## src/rtl/lwc_pkg.sv

```systemverilog
package lwc_pkg;

  localparam int OUT_LSB  = 28;
  localparam int IN_LSB   = 24;
  localparam int MAXO_LSB = 20;
  localparam int MAXI_LSB = 16;
  localparam int A64_BIT  = 15;
  localparam int EXT_BIT  = 14;

  localparam logic [2:0] WC_8  = 3'b000;
  localparam logic [2:0] WC_16 = 3'b001;
  localparam logic [2:0] WC_2  = 3'b100;
  localparam logic [2:0] WC_4  = 3'b101;
  localparam logic [2:0] WC_NC = 3'b111;
  localparam logic [2:0] WC_MAX = WC_16;

  typedef struct packed {
    logic loadOut;
    logic loadIn;
    logic loadFlags;
    logic apply;
  } csrStrobe_t;

  typedef enum logic [1:0] {
    T_IDLE    = 2'd0,
    T_STOPPED = 2'd1,
    T_WAIT    = 2'd2,
    T_HOLD    = 2'd3
  } initState_t;

  function automatic logic isLegalWidth(input logic [2:0] code);
    case (code)
      WC_8, WC_16, WC_2, WC_4, WC_NC: isLegalWidth = 1'b1;
      default:                        isLegalWidth = 1'b0;
    endcase
  endfunction

endpackage

```

## src/rtl/lwc_ctrl.sv

```systemverilog
module lwc_ctrl
  import lwc_pkg::*;
#(
  parameter int HOLD_LONG_CYCLES = 6250,
  parameter int SHORT_HOLD_TICKS = 16
) (
  input  logic        clk,
  input  logic        pwrGoodRstN,
  input  logic        linkRst,
  input  logic        discDone,
  input  logic        regWrEn,
  input  logic [31:0] regWrData,
  input  logic        extCtl,
  input  logic        linkStopN,
  input  logic        ctlIn,
  input  logic        bitClkTick,
  output csrStrobe_t  strb,
  output logic        ctlOutHold
);

  localparam int CNT_MAX = (HOLD_LONG_CYCLES > SHORT_HOLD_TICKS) ? HOLD_LONG_CYCLES : SHORT_HOLD_TICKS;
  localparam int CNT_W   = $clog2(CNT_MAX + 1);
  localparam logic [CNT_W-1:0] LONG_LAST  = CNT_W'(HOLD_LONG_CYCLES - 1);
  localparam logic [CNT_W-1:0] SHORT_LAST = CNT_W'(SHORT_HOLD_TICKS - 1);

  // write qualification: each width field is screened on its own
  always_comb begin
    strb.loadOut   = regWrEn && isLegalWidth(regWrData[OUT_LSB +: 3]);
    strb.loadIn    = regWrEn && isLegalWidth(regWrData[IN_LSB +: 3]);
    strb.loadFlags = regWrEn;
    strb.apply     = linkRst || discDone;
  end

  initState_t       initState;
  logic [CNT_W-1:0] holdCnt;
  logic             holdLong;

  always_ff @(posedge clk or negedge pwrGoodRstN) begin
    if (!pwrGoodRstN) begin
      initState <= T_IDLE;
      holdCnt   <= '0;
      holdLong  <= 1'b0;
    end else if (linkRst) begin
      initState <= T_IDLE;
      holdCnt   <= '0;
    end else if (!linkStopN) begin
      initState <= T_STOPPED;
      holdCnt   <= '0;
    end else begin
      case (initState)
        T_STOPPED: initState <= T_WAIT;
        T_WAIT: begin
          if (ctlIn) begin
            initState <= T_HOLD;
            holdCnt   <= '0;
            holdLong  <= extCtl;
          end
        end
        T_HOLD: begin
          if (holdLong) begin
            if (holdCnt == LONG_LAST) initState <= T_IDLE;
            else                      holdCnt   <= holdCnt + 1'b1;
          end else if (bitClkTick) begin
            if (holdCnt == SHORT_LAST) initState <= T_IDLE;
            else                       holdCnt   <= holdCnt + 1'b1;
          end
        end
        default: ;
      endcase
    end
  end

  assign ctlOutHold = (initState == T_HOLD);


  hold_after_ctlin_chk: assert property (@(posedge clk) disable iff (!pwrGoodRstN)
    $rose(ctlOutHold) |-> $past(ctlIn));


  short_end_on_tick_chk: assert property (@(posedge clk) disable iff (!pwrGoodRstN)
    ($fell(ctlOutHold) && !$past(holdLong) && !$past(linkRst) && $past(linkStopN))
      |-> $past(bitClkTick));


  stop_drops_hold_chk: assert property (@(posedge clk) disable iff (!pwrGoodRstN)
    (!linkStopN || linkRst) |=> !ctlOutHold);

endmodule

```

## src/rtl/lwc_datapath.sv

```systemverilog
module lwc_datapath
  import lwc_pkg::*;
#(
  parameter logic [2:0] DEF_WIDTH = 3'b000
) (
  input  logic        clk,
  input  logic        pwrGoodRstN,
  input  csrStrobe_t  strb,
  input  logic [31:0] wrData,
  output logic [2:0]  activeOut,
  output logic [2:0]  activeIn,
  output logic        addr64En,
  output logic        extCtl,
  output logic [31:0] rdData
);

  logic [2:0] pendOut, pendIn;

  always_ff @(posedge clk or negedge pwrGoodRstN) begin
    if (!pwrGoodRstN) begin
      pendOut   <= DEF_WIDTH;
      pendIn    <= DEF_WIDTH;
      activeOut <= DEF_WIDTH;
      activeIn  <= DEF_WIDTH;
      addr64En  <= 1'b0;
      extCtl    <= 1'b0;
    end else begin
      if (strb.apply) begin
        activeOut <= pendOut;
        activeIn  <= pendIn;
      end
      if (strb.loadOut) pendOut <= wrData[OUT_LSB +: 3];
      if (strb.loadIn)  pendIn  <= wrData[IN_LSB +: 3];
      if (strb.loadFlags) begin
        addr64En <= wrData[A64_BIT];
        extCtl   <= wrData[EXT_BIT];
      end
    end
  end

  always_comb begin
    rdData                 = '0;
    rdData[OUT_LSB +: 3]   = pendOut;
    rdData[IN_LSB +: 3]    = pendIn;
    rdData[MAXO_LSB +: 3]  = WC_MAX;
    rdData[MAXI_LSB +: 3]  = WC_MAX;
    rdData[A64_BIT]        = addr64En;
    rdData[EXT_BIT]        = extCtl;
  end


  pend_legal_chk: assert property (@(posedge clk) disable iff (!pwrGoodRstN)
    isLegalWidth(pendOut) && isLegalWidth(pendIn));

endmodule

```

## src/rtl/link_width_csr.sv

```systemverilog
module link_width_csr
  import lwc_pkg::*;
#(
  parameter logic [2:0] DEF_WIDTH        = 3'b000,
  parameter int         HOLD_LONG_CYCLES = 6250,
  parameter int         SHORT_HOLD_TICKS = 16
) (
  input  logic        clk,
  input  logic        pwrGoodRstN,
  input  logic        linkRst,
  input  logic        discDone,
  input  logic        regWrEn,
  input  logic [31:0] regWrData,
  output logic [31:0] regRdData,
  input  logic        linkStopN,
  input  logic        ctlIn,
  input  logic        bitClkTick,
  output logic        ctlOutHold,
  output logic [2:0]  activeWidthOut,
  output logic [2:0]  activeWidthIn,
  output logic        addr64En
);

  csrStrobe_t strb;
  logic       extCtl;

  lwc_ctrl #(
    .HOLD_LONG_CYCLES(HOLD_LONG_CYCLES),
    .SHORT_HOLD_TICKS(SHORT_HOLD_TICKS)
  ) i_ctrl (
    .clk(clk), .pwrGoodRstN(pwrGoodRstN), .linkRst(linkRst), .discDone(discDone),
    .regWrEn(regWrEn), .regWrData(regWrData), .extCtl(extCtl),
    .linkStopN(linkStopN), .ctlIn(ctlIn), .bitClkTick(bitClkTick),
    .strb(strb), .ctlOutHold(ctlOutHold)
  );

  lwc_datapath #(.DEF_WIDTH(DEF_WIDTH)) i_datapath (
    .clk(clk), .pwrGoodRstN(pwrGoodRstN), .strb(strb), .wrData(regWrData),
    .activeOut(activeWidthOut), .activeIn(activeWidthIn),
    .addr64En(addr64En), .extCtl(extCtl), .rdData(regRdData)
  );


  active_stable_chk: assert property (@(posedge clk) disable iff (!pwrGoodRstN)
    !(linkRst || discDone) |=> ($stable(activeWidthOut) && $stable(activeWidthIn)));


  addr64_follow_chk: assert property (@(posedge clk) disable iff (!pwrGoodRstN)
    regWrEn |=> (addr64En == $past(regWrData[A64_BIT])));


  max_field_chk: assert property (@(posedge clk) disable iff (!pwrGoodRstN)
    regWrEn |=> (regRdData[22:16] == 7'b0010001));

endmodule

```

## config.mk

```make
export PLATFORM = sky130hd
export DESIGN_NAME = link_width_csr
export DESIGN_NICKNAME = d
export VERILOG_FILES = /design/src/rtl/lwc_pkg.sv /design/src/rtl/lwc_ctrl.sv /design/src/rtl/lwc_datapath.sv /design/src/rtl/link_width_csr.sv
export SDC_FILE = /design/constraint.sdc
export NUM_CORES = 1
export LEC_CHECK = 0
export ABC_AREA = 1
export CAP_MARGIN = 20
export CORE_ASPECT_RATIO = 0.6
export CORE_MARGIN = 2
export CORE_UTILIZATION = 40
export CTS_CLUSTER_SIZE = 25
export DETAILED_ROUTE_END_ITERATION = 6
export DONT_BUFFER_PORTS = 1
export SYNTH_ARGS = -nofsm -noshare
export SYNTH_HDL_FRONTEND = slang
export SYNTH_SLANG_ARGS = --single-unit
```

## constraint.sdc

```tcl
create_clock -name clk -period 1.8 [get_ports clk]
set_input_delay 0.27 -clock clk [delete_from_list [all_inputs] [get_ports clk]]
set_output_delay 0.27 -clock clk [all_outputs]
set_load 0.01 [all_outputs]
```

-- After elaboration in Yosys (flattened, before gate mapping)
Cells that the tools add are included.
- memories kept: 0
- latch bits: 0
- bits in registers: 30
- memory bits (read-only): 0
- logic and storage cells: 60
- output and inout port bits: 40
- memory bits (writable): 0
- multipliers: 0
- multiplexer cells: 18
- order comparisons: 0
- shift-type cells: 0
- eq/ne operators: 21
- reduce and logical (&&, ||, !) cells: 10
- div/mod/pow operators: 0
- add/subtract/negate cells: 1
- bitwise logic cells: 1
- operators by type and width (operator ; number):
    13-bit two-way mux ; 7
    13-bit one-hot mux with 2 select lines ; 1
    3-bit == test, second input constant ; 6
    2-bit two-way mux ; 7
    13-bit by 1-bit adder with 13-bit output, second input constant ; 1
    13-bit == test, second input constant ; 1
    13-bit by 4-bit == test with 1-bit output, second input constant ; 1
    5-bit by 4-bit inequality test with 1-bit output, second input constant ; 2
    5-bit inequality test, second input constant ; 2
    5-bit AND reduction ; 2
    5-bit OR reduction ; 2
    3-bit by 1-bit == test with 1-bit output, second input constant ; 2
    3-bit zero test ; 2
    2-bit one-hot mux with 3 select lines ; 1
    5-bit by 2-bit inequality test with 1-bit output, second input constant ; 1
    5-bit by 3-bit inequality test with 1-bit output, second input constant ; 1
    2-bit == test, second input constant ; 2
    4-bit by 2-bit inequality test with 1-bit output, second input constant ; 1
    4-bit inequality test, second input constant ; 1
    4-bit AND reduction ; 1
    2-bit by 1-bit == test with 1-bit output, second input constant ; 1
    1-bit logical AND ; 2
    1-bit two-way mux ; 2
    1-bit logical OR ; 1
    1-bit NOT ; 1

-- Longest topological paths before layout
- depth after elaboration: 7
- depth in mapped cells: 11

-- Cells and area by module
A second synthesis with hierarchy kept.
- cell total of the unflattened synthesis: 272
- area total of the unflattened synthesis: 1919.3 um^2
- by module, submodules not included (module ; sequential area each (um^2) ; cells an instance ; area an instance (um^2) ; instances):
    lwc_ctrl ; 400.4 ; 184 ; 1193.6 ; 1
    lwc_datapath ; 350.3 ; 88 ; 725.7 ; 1

-- Worst setup path after synthesis
OpenSTA, ideal clock, no wires.
- kind: reg2reg
- start: reg i_ctrl.initState[0]
- end: reg i_ctrl.holdCnt[2]
- arrival: 1372 ps
- buffers on the path: 1
- clock period less this slack: 1489 ps
- library setup time: 117 ps
- setup slack: 311 ps
- cell stages (with the launch flop): 7
- cells stage by stage: dfrtp_1 -> ha_1 -> nor3_1 -> nor2_4 -> buf_4 -> nand4_1 -> nand2_1
- word-level cells in the longest chain between the ends: 4
- elaborated cells between the ends (all ways): 11
- RTL lines (item ; RTL line ; RTL):
    start, declared ; lwc_ctrl.sv:34 ; initState_t initState;
    start signal, assigned ; lwc_ctrl.sv:40 ; initState <= T_IDLE;
    start signal, assigned ; lwc_ctrl.sv:44 ; initState <= T_IDLE;
    start signal, assigned ; lwc_ctrl.sv:47 ; initState <= T_STOPPED;
    2-bit == test * ; n/a ;
    net ctlOutHold ; link_width_csr.sv:18 ; output logic ctlOutHold,
    13-bit one-hot mux with 2 select lines ; lwc_ctrl.sv:50 ; case (initState)
    13-bit two-way mux ; lwc_ctrl.sv:46 ; end else if (!linkStopN) begin
    13-bit two-way mux ; lwc_ctrl.sv:43 ; end else if (linkRst) begin
    end signal, assigned ; lwc_ctrl.sv:62 ; else holdCnt <= holdCnt + 1'b1;
    end signal, assigned ; lwc_ctrl.sv:65 ; else holdCnt <= holdCnt + 1'b1;
    end, declared ; lwc_ctrl.sv:35 ; logic [CNT_W-1:0] holdCnt;
Mark *: on every way through the listed nets, which the timed path passes. The rest lies on a longest branch.
A chain may end at the register's enable or synchronous reset.

-- Final worst setup path
- start: reg i_ctrl.holdCnt[0]
- end: reg i_ctrl.holdCnt[12]
- word-level cells in the longest chain between the ends: 7
- elaborated cells between the ends (all ways): 13
- RTL lines (item ; RTL line ; RTL):
    13-bit by 1-bit adder with 13-bit output ; lwc_ctrl.sv:62, lwc_ctrl.sv:65 ;
    13-bit two-way mux ; lwc_ctrl.sv:64 ; if (holdCnt == SHORT_LAST) initState <= T_IDLE;
    13-bit two-way mux ; lwc_ctrl.sv:63 ; end else if (bitClkTick) begin
    13-bit two-way mux ; lwc_ctrl.sv:60 ; if (holdLong) begin
    13-bit one-hot mux with 2 select lines ; lwc_ctrl.sv:50 ;
    13-bit two-way mux ; lwc_ctrl.sv:46 ;
    13-bit two-way mux ; lwc_ctrl.sv:43 ;
Several ways; a longest one is shown, not always the timed one. The select of a mux whose other input is x is not followed.

==> results_dict.tcl <==
set metrics [dict create \
    antenna_left 0 \
    final-setup-viol-count 0 \
    required_ns 2.02 \
    finalPower_mw 1.56 \
    fin_skew_ns 0.00876 \
    synth-seq-cells 30 \
    ys.warnings.count 0 \
    finalCriticalPeriod_ns 1.63 \
    hold_class "in2reg" \
    finalHoldViolCount 0 \
    cap_viol_max_count 0 \
    core_area_um2 4660 \
    rows 19 \
    cts_tree "built" \
    final_common_cell "nand2_1" \
    clk_latency_ns 0.28 \
    n_antenna_cell 0 \
    hold_path_depth 1 \
    nFillCells 466 \
    io_pins 80 \
    dieArea_um2 5540 \
    grt_pass1_wl_um 6600 \
    grt_use_total_pct 15.4 \
    ff2ff_path_depth 9 \
    min_to "i_datapath.extCtl" \
    path_max_fanout 5 \
    ff2ff_setup_slack_ns 0.17 \
    startpoint_type "flip-flop" \
    worstReg2RegStart "i_ctrl.holdCnt[0]" \
    hp-start "regWrEn" \
    vdd_ir_drop_max_uv 361 \
    avgSynthCellArea_um2 7.34 \
    synth_cell_types 26 \
    vias_per_cell 4.38 \
    cts.clk_slew.worst_paths_ns 0.07 \
    grt_pass1_vias 1324 \
    crit_chain "ha_1 -> nand2_1 -> nor2_1 -> nand3_1 -> nand2_1 -> nand2_1 -> nor2_1 -> nand3_1 -> nand2_1" \
    totalWireLength_um 3790 \
    cts_setup_buffers 0 \
    syn_inst 269 \
    hold_ws_ns 0.0907 \
    grt_max_degree 31 \
    maxSlewViolCount 0 \
    crit-reg2reg-capture "i_ctrl.holdCnt[12]" \
    drt_iter0_markers 54 \
    crit_path_top_delay_cell "dfrtp_1" \
    drive_above_1_share_pct 12.3 \
    rsz0062_at_grt "false" \
    post-route-drc-count 0 \
    antenna_found_initial 0 \
    fmax_mhz 614 \
    initial_utilization_pct 42.4 \
    status "completed" \
    wl_per_cell_um 11.1 \
    final_cell_mix "nand2_1, nor2_1, dfrtp_1, inv_1, conb_1" \
    critical_path_class "reg2reg" \
    leakagePower_nw 1.07 \
    finalSetupTns_ns 0 \
    finalWeightedCongestion 0.837 \
    overflow 0 \
    clkSinkCount 30 \
    fin_cells 340 \
    area_growth_pct 5.95 \
    syn_area_um2 1980 \
    die_x_um 94.7 \
    cp_common_cell "nand2_1" \
    period_share_pct 90.5 \
    crit_path_end_kind "flip-flop" \
    layout.nets 321 \
    ctsLongestPathBuffers 2 \
    num_vias 1490 \
    cts_root_buffer "clkbuf_8" \
    cts_resized 0 \
    placed_cells 330 \
    p_per_area_nw_per_um2 746 \
    numPortBuffers 0 \
    numCtsBuffers 5 \
    dr.pass1.iters 4 \
    dieHeight_um 58.4 \
    critPathArrivalTime_ns 1.85 \
    synth_seq_area_share_pct 38.0 \
    hpwl_um 2870 \
    cts_max_level 2 \
    post-route-util_pct 44.9 \
    max_stage_delay_ns 0.44 \
]
timing repair:
action / 4_1_cts / 5_1_grt
endpoints found under the setup margin: 0 / 0
hold endpoints to repair: 30 / 0
hold buffers: 2 / 0
stage by stage:
step,worst slack (ns),cell area [um^2]
after floorplan,0.311,2060
after global placement,0.183,1970
after detailed placement,0.195,1970
after CTS,0.177,2090
after global routing,0.00315,2090
final,0.170,2090
area by class of cell:
class                      count  area (um^2)  area share (%)
clock inverter                 2         12.5           0.598
clock buffer                   6         82.6            3.95
sequential                    30          751            35.9
inverter                      32          120            5.74
multi-input combinational    199          961            45.9
tap                           63         78.8            3.77
timing repair buffer           8         87.6            4.18
worst max path at each step:
stage                              startpoint                 end  slack, ns
final                       i_ctrl.holdCnt[0]  i_ctrl.holdCnt[12]       0.17
after global routing        i_ctrl.holdCnt[1]   i_ctrl.holdCnt[9]      0.003
after CTS                 i_ctrl.initState[0]   i_ctrl.holdCnt[1]       0.18
after detailed placement  i_ctrl.initState[0]   i_ctrl.holdCnt[1]       0.19
after global placement    i_ctrl.initState[0]   i_ctrl.holdCnt[1]       0.18
after floorplan           i_ctrl.initState[0]   i_ctrl.holdCnt[2]       0.31
logic make-up (layout without fill, tap and decap cells):
logic type / Yosys count / in the layout / share of synthesized area, %
other cells: 2 / 24 / 0.380
mux: 4 / 4 / 2.28
fa+ha+maj: 5 / 5 / 3.17
simple gates: 145 / 145 / 32.6
flops: 30 / 30 / 38.0
buf+inv: 62 / 48 / 17.5
xor+xnor: 3 / 3 / 1.33
compound gates: 18 / 18 / 4.69
flip-flops by register name (all words and copies together) (netlist names):
| register | count |
|---|---|
| i_datapath.pendIn | 3 |
| i_ctrl.holdLong | 1 |
| i_ctrl.holdCnt | 13 |
| i_datapath.extCtl | 1 |
| i_datapath.activeOut | 3 |
| i_datapath.addr64En | 1 |
| i_datapath.pendOut | 3 |
| i_datapath.activeIn | 3 |
| i_ctrl.initState | 2 |
synth_stat cells, drive strengths merged:
cell type / instances / share of area (%)
nand3b: 1 / 0.38
inv: 32 / 6.1
nor2: 38 / 8.2
a21oi: 6 / 1.5
buf: 30 / 11
o21ai: 11 / 2.8
o21a: 1 / 0.38
nand2: 81 / 16
ha: 5 / 3.2
xor2: 3 / 1.3
nor3: 1 / 0.25
nand3: 18 / 4.8
mux2: 4 / 2.3
nand4: 6 / 2.7
conb: 2 / 0.38
dfrtp: 30 / 38
report_power, final:
group          total (mW)  leakage, nW  internal, mW  switching, mW
clock               0.567       0.0472         0.307          0.260
combinational       0.196        0.632        0.0722          0.124
sequential          0.799        0.391         0.730         0.0693
total                1.56         1.07          1.11          0.453
worst max-delay path: cells and delay by family, from the launching register on:
family	cells	cell delay (ns)
fa+ha+maj	1	0.23
flops	1	0.44
simple gates	8	0.91
per-layer routing:
layer  vias up  share of wire [%]  global-route usage, %
li1        801                  -                      -
met1       655                 58                   24.9
met2        32                 38                   20.1
met3         2                4.3                   4.10
met4         0               0.32                   3.11
met5         -                  0                      0
No activity file was read; power rests on OpenSTA's default activity.
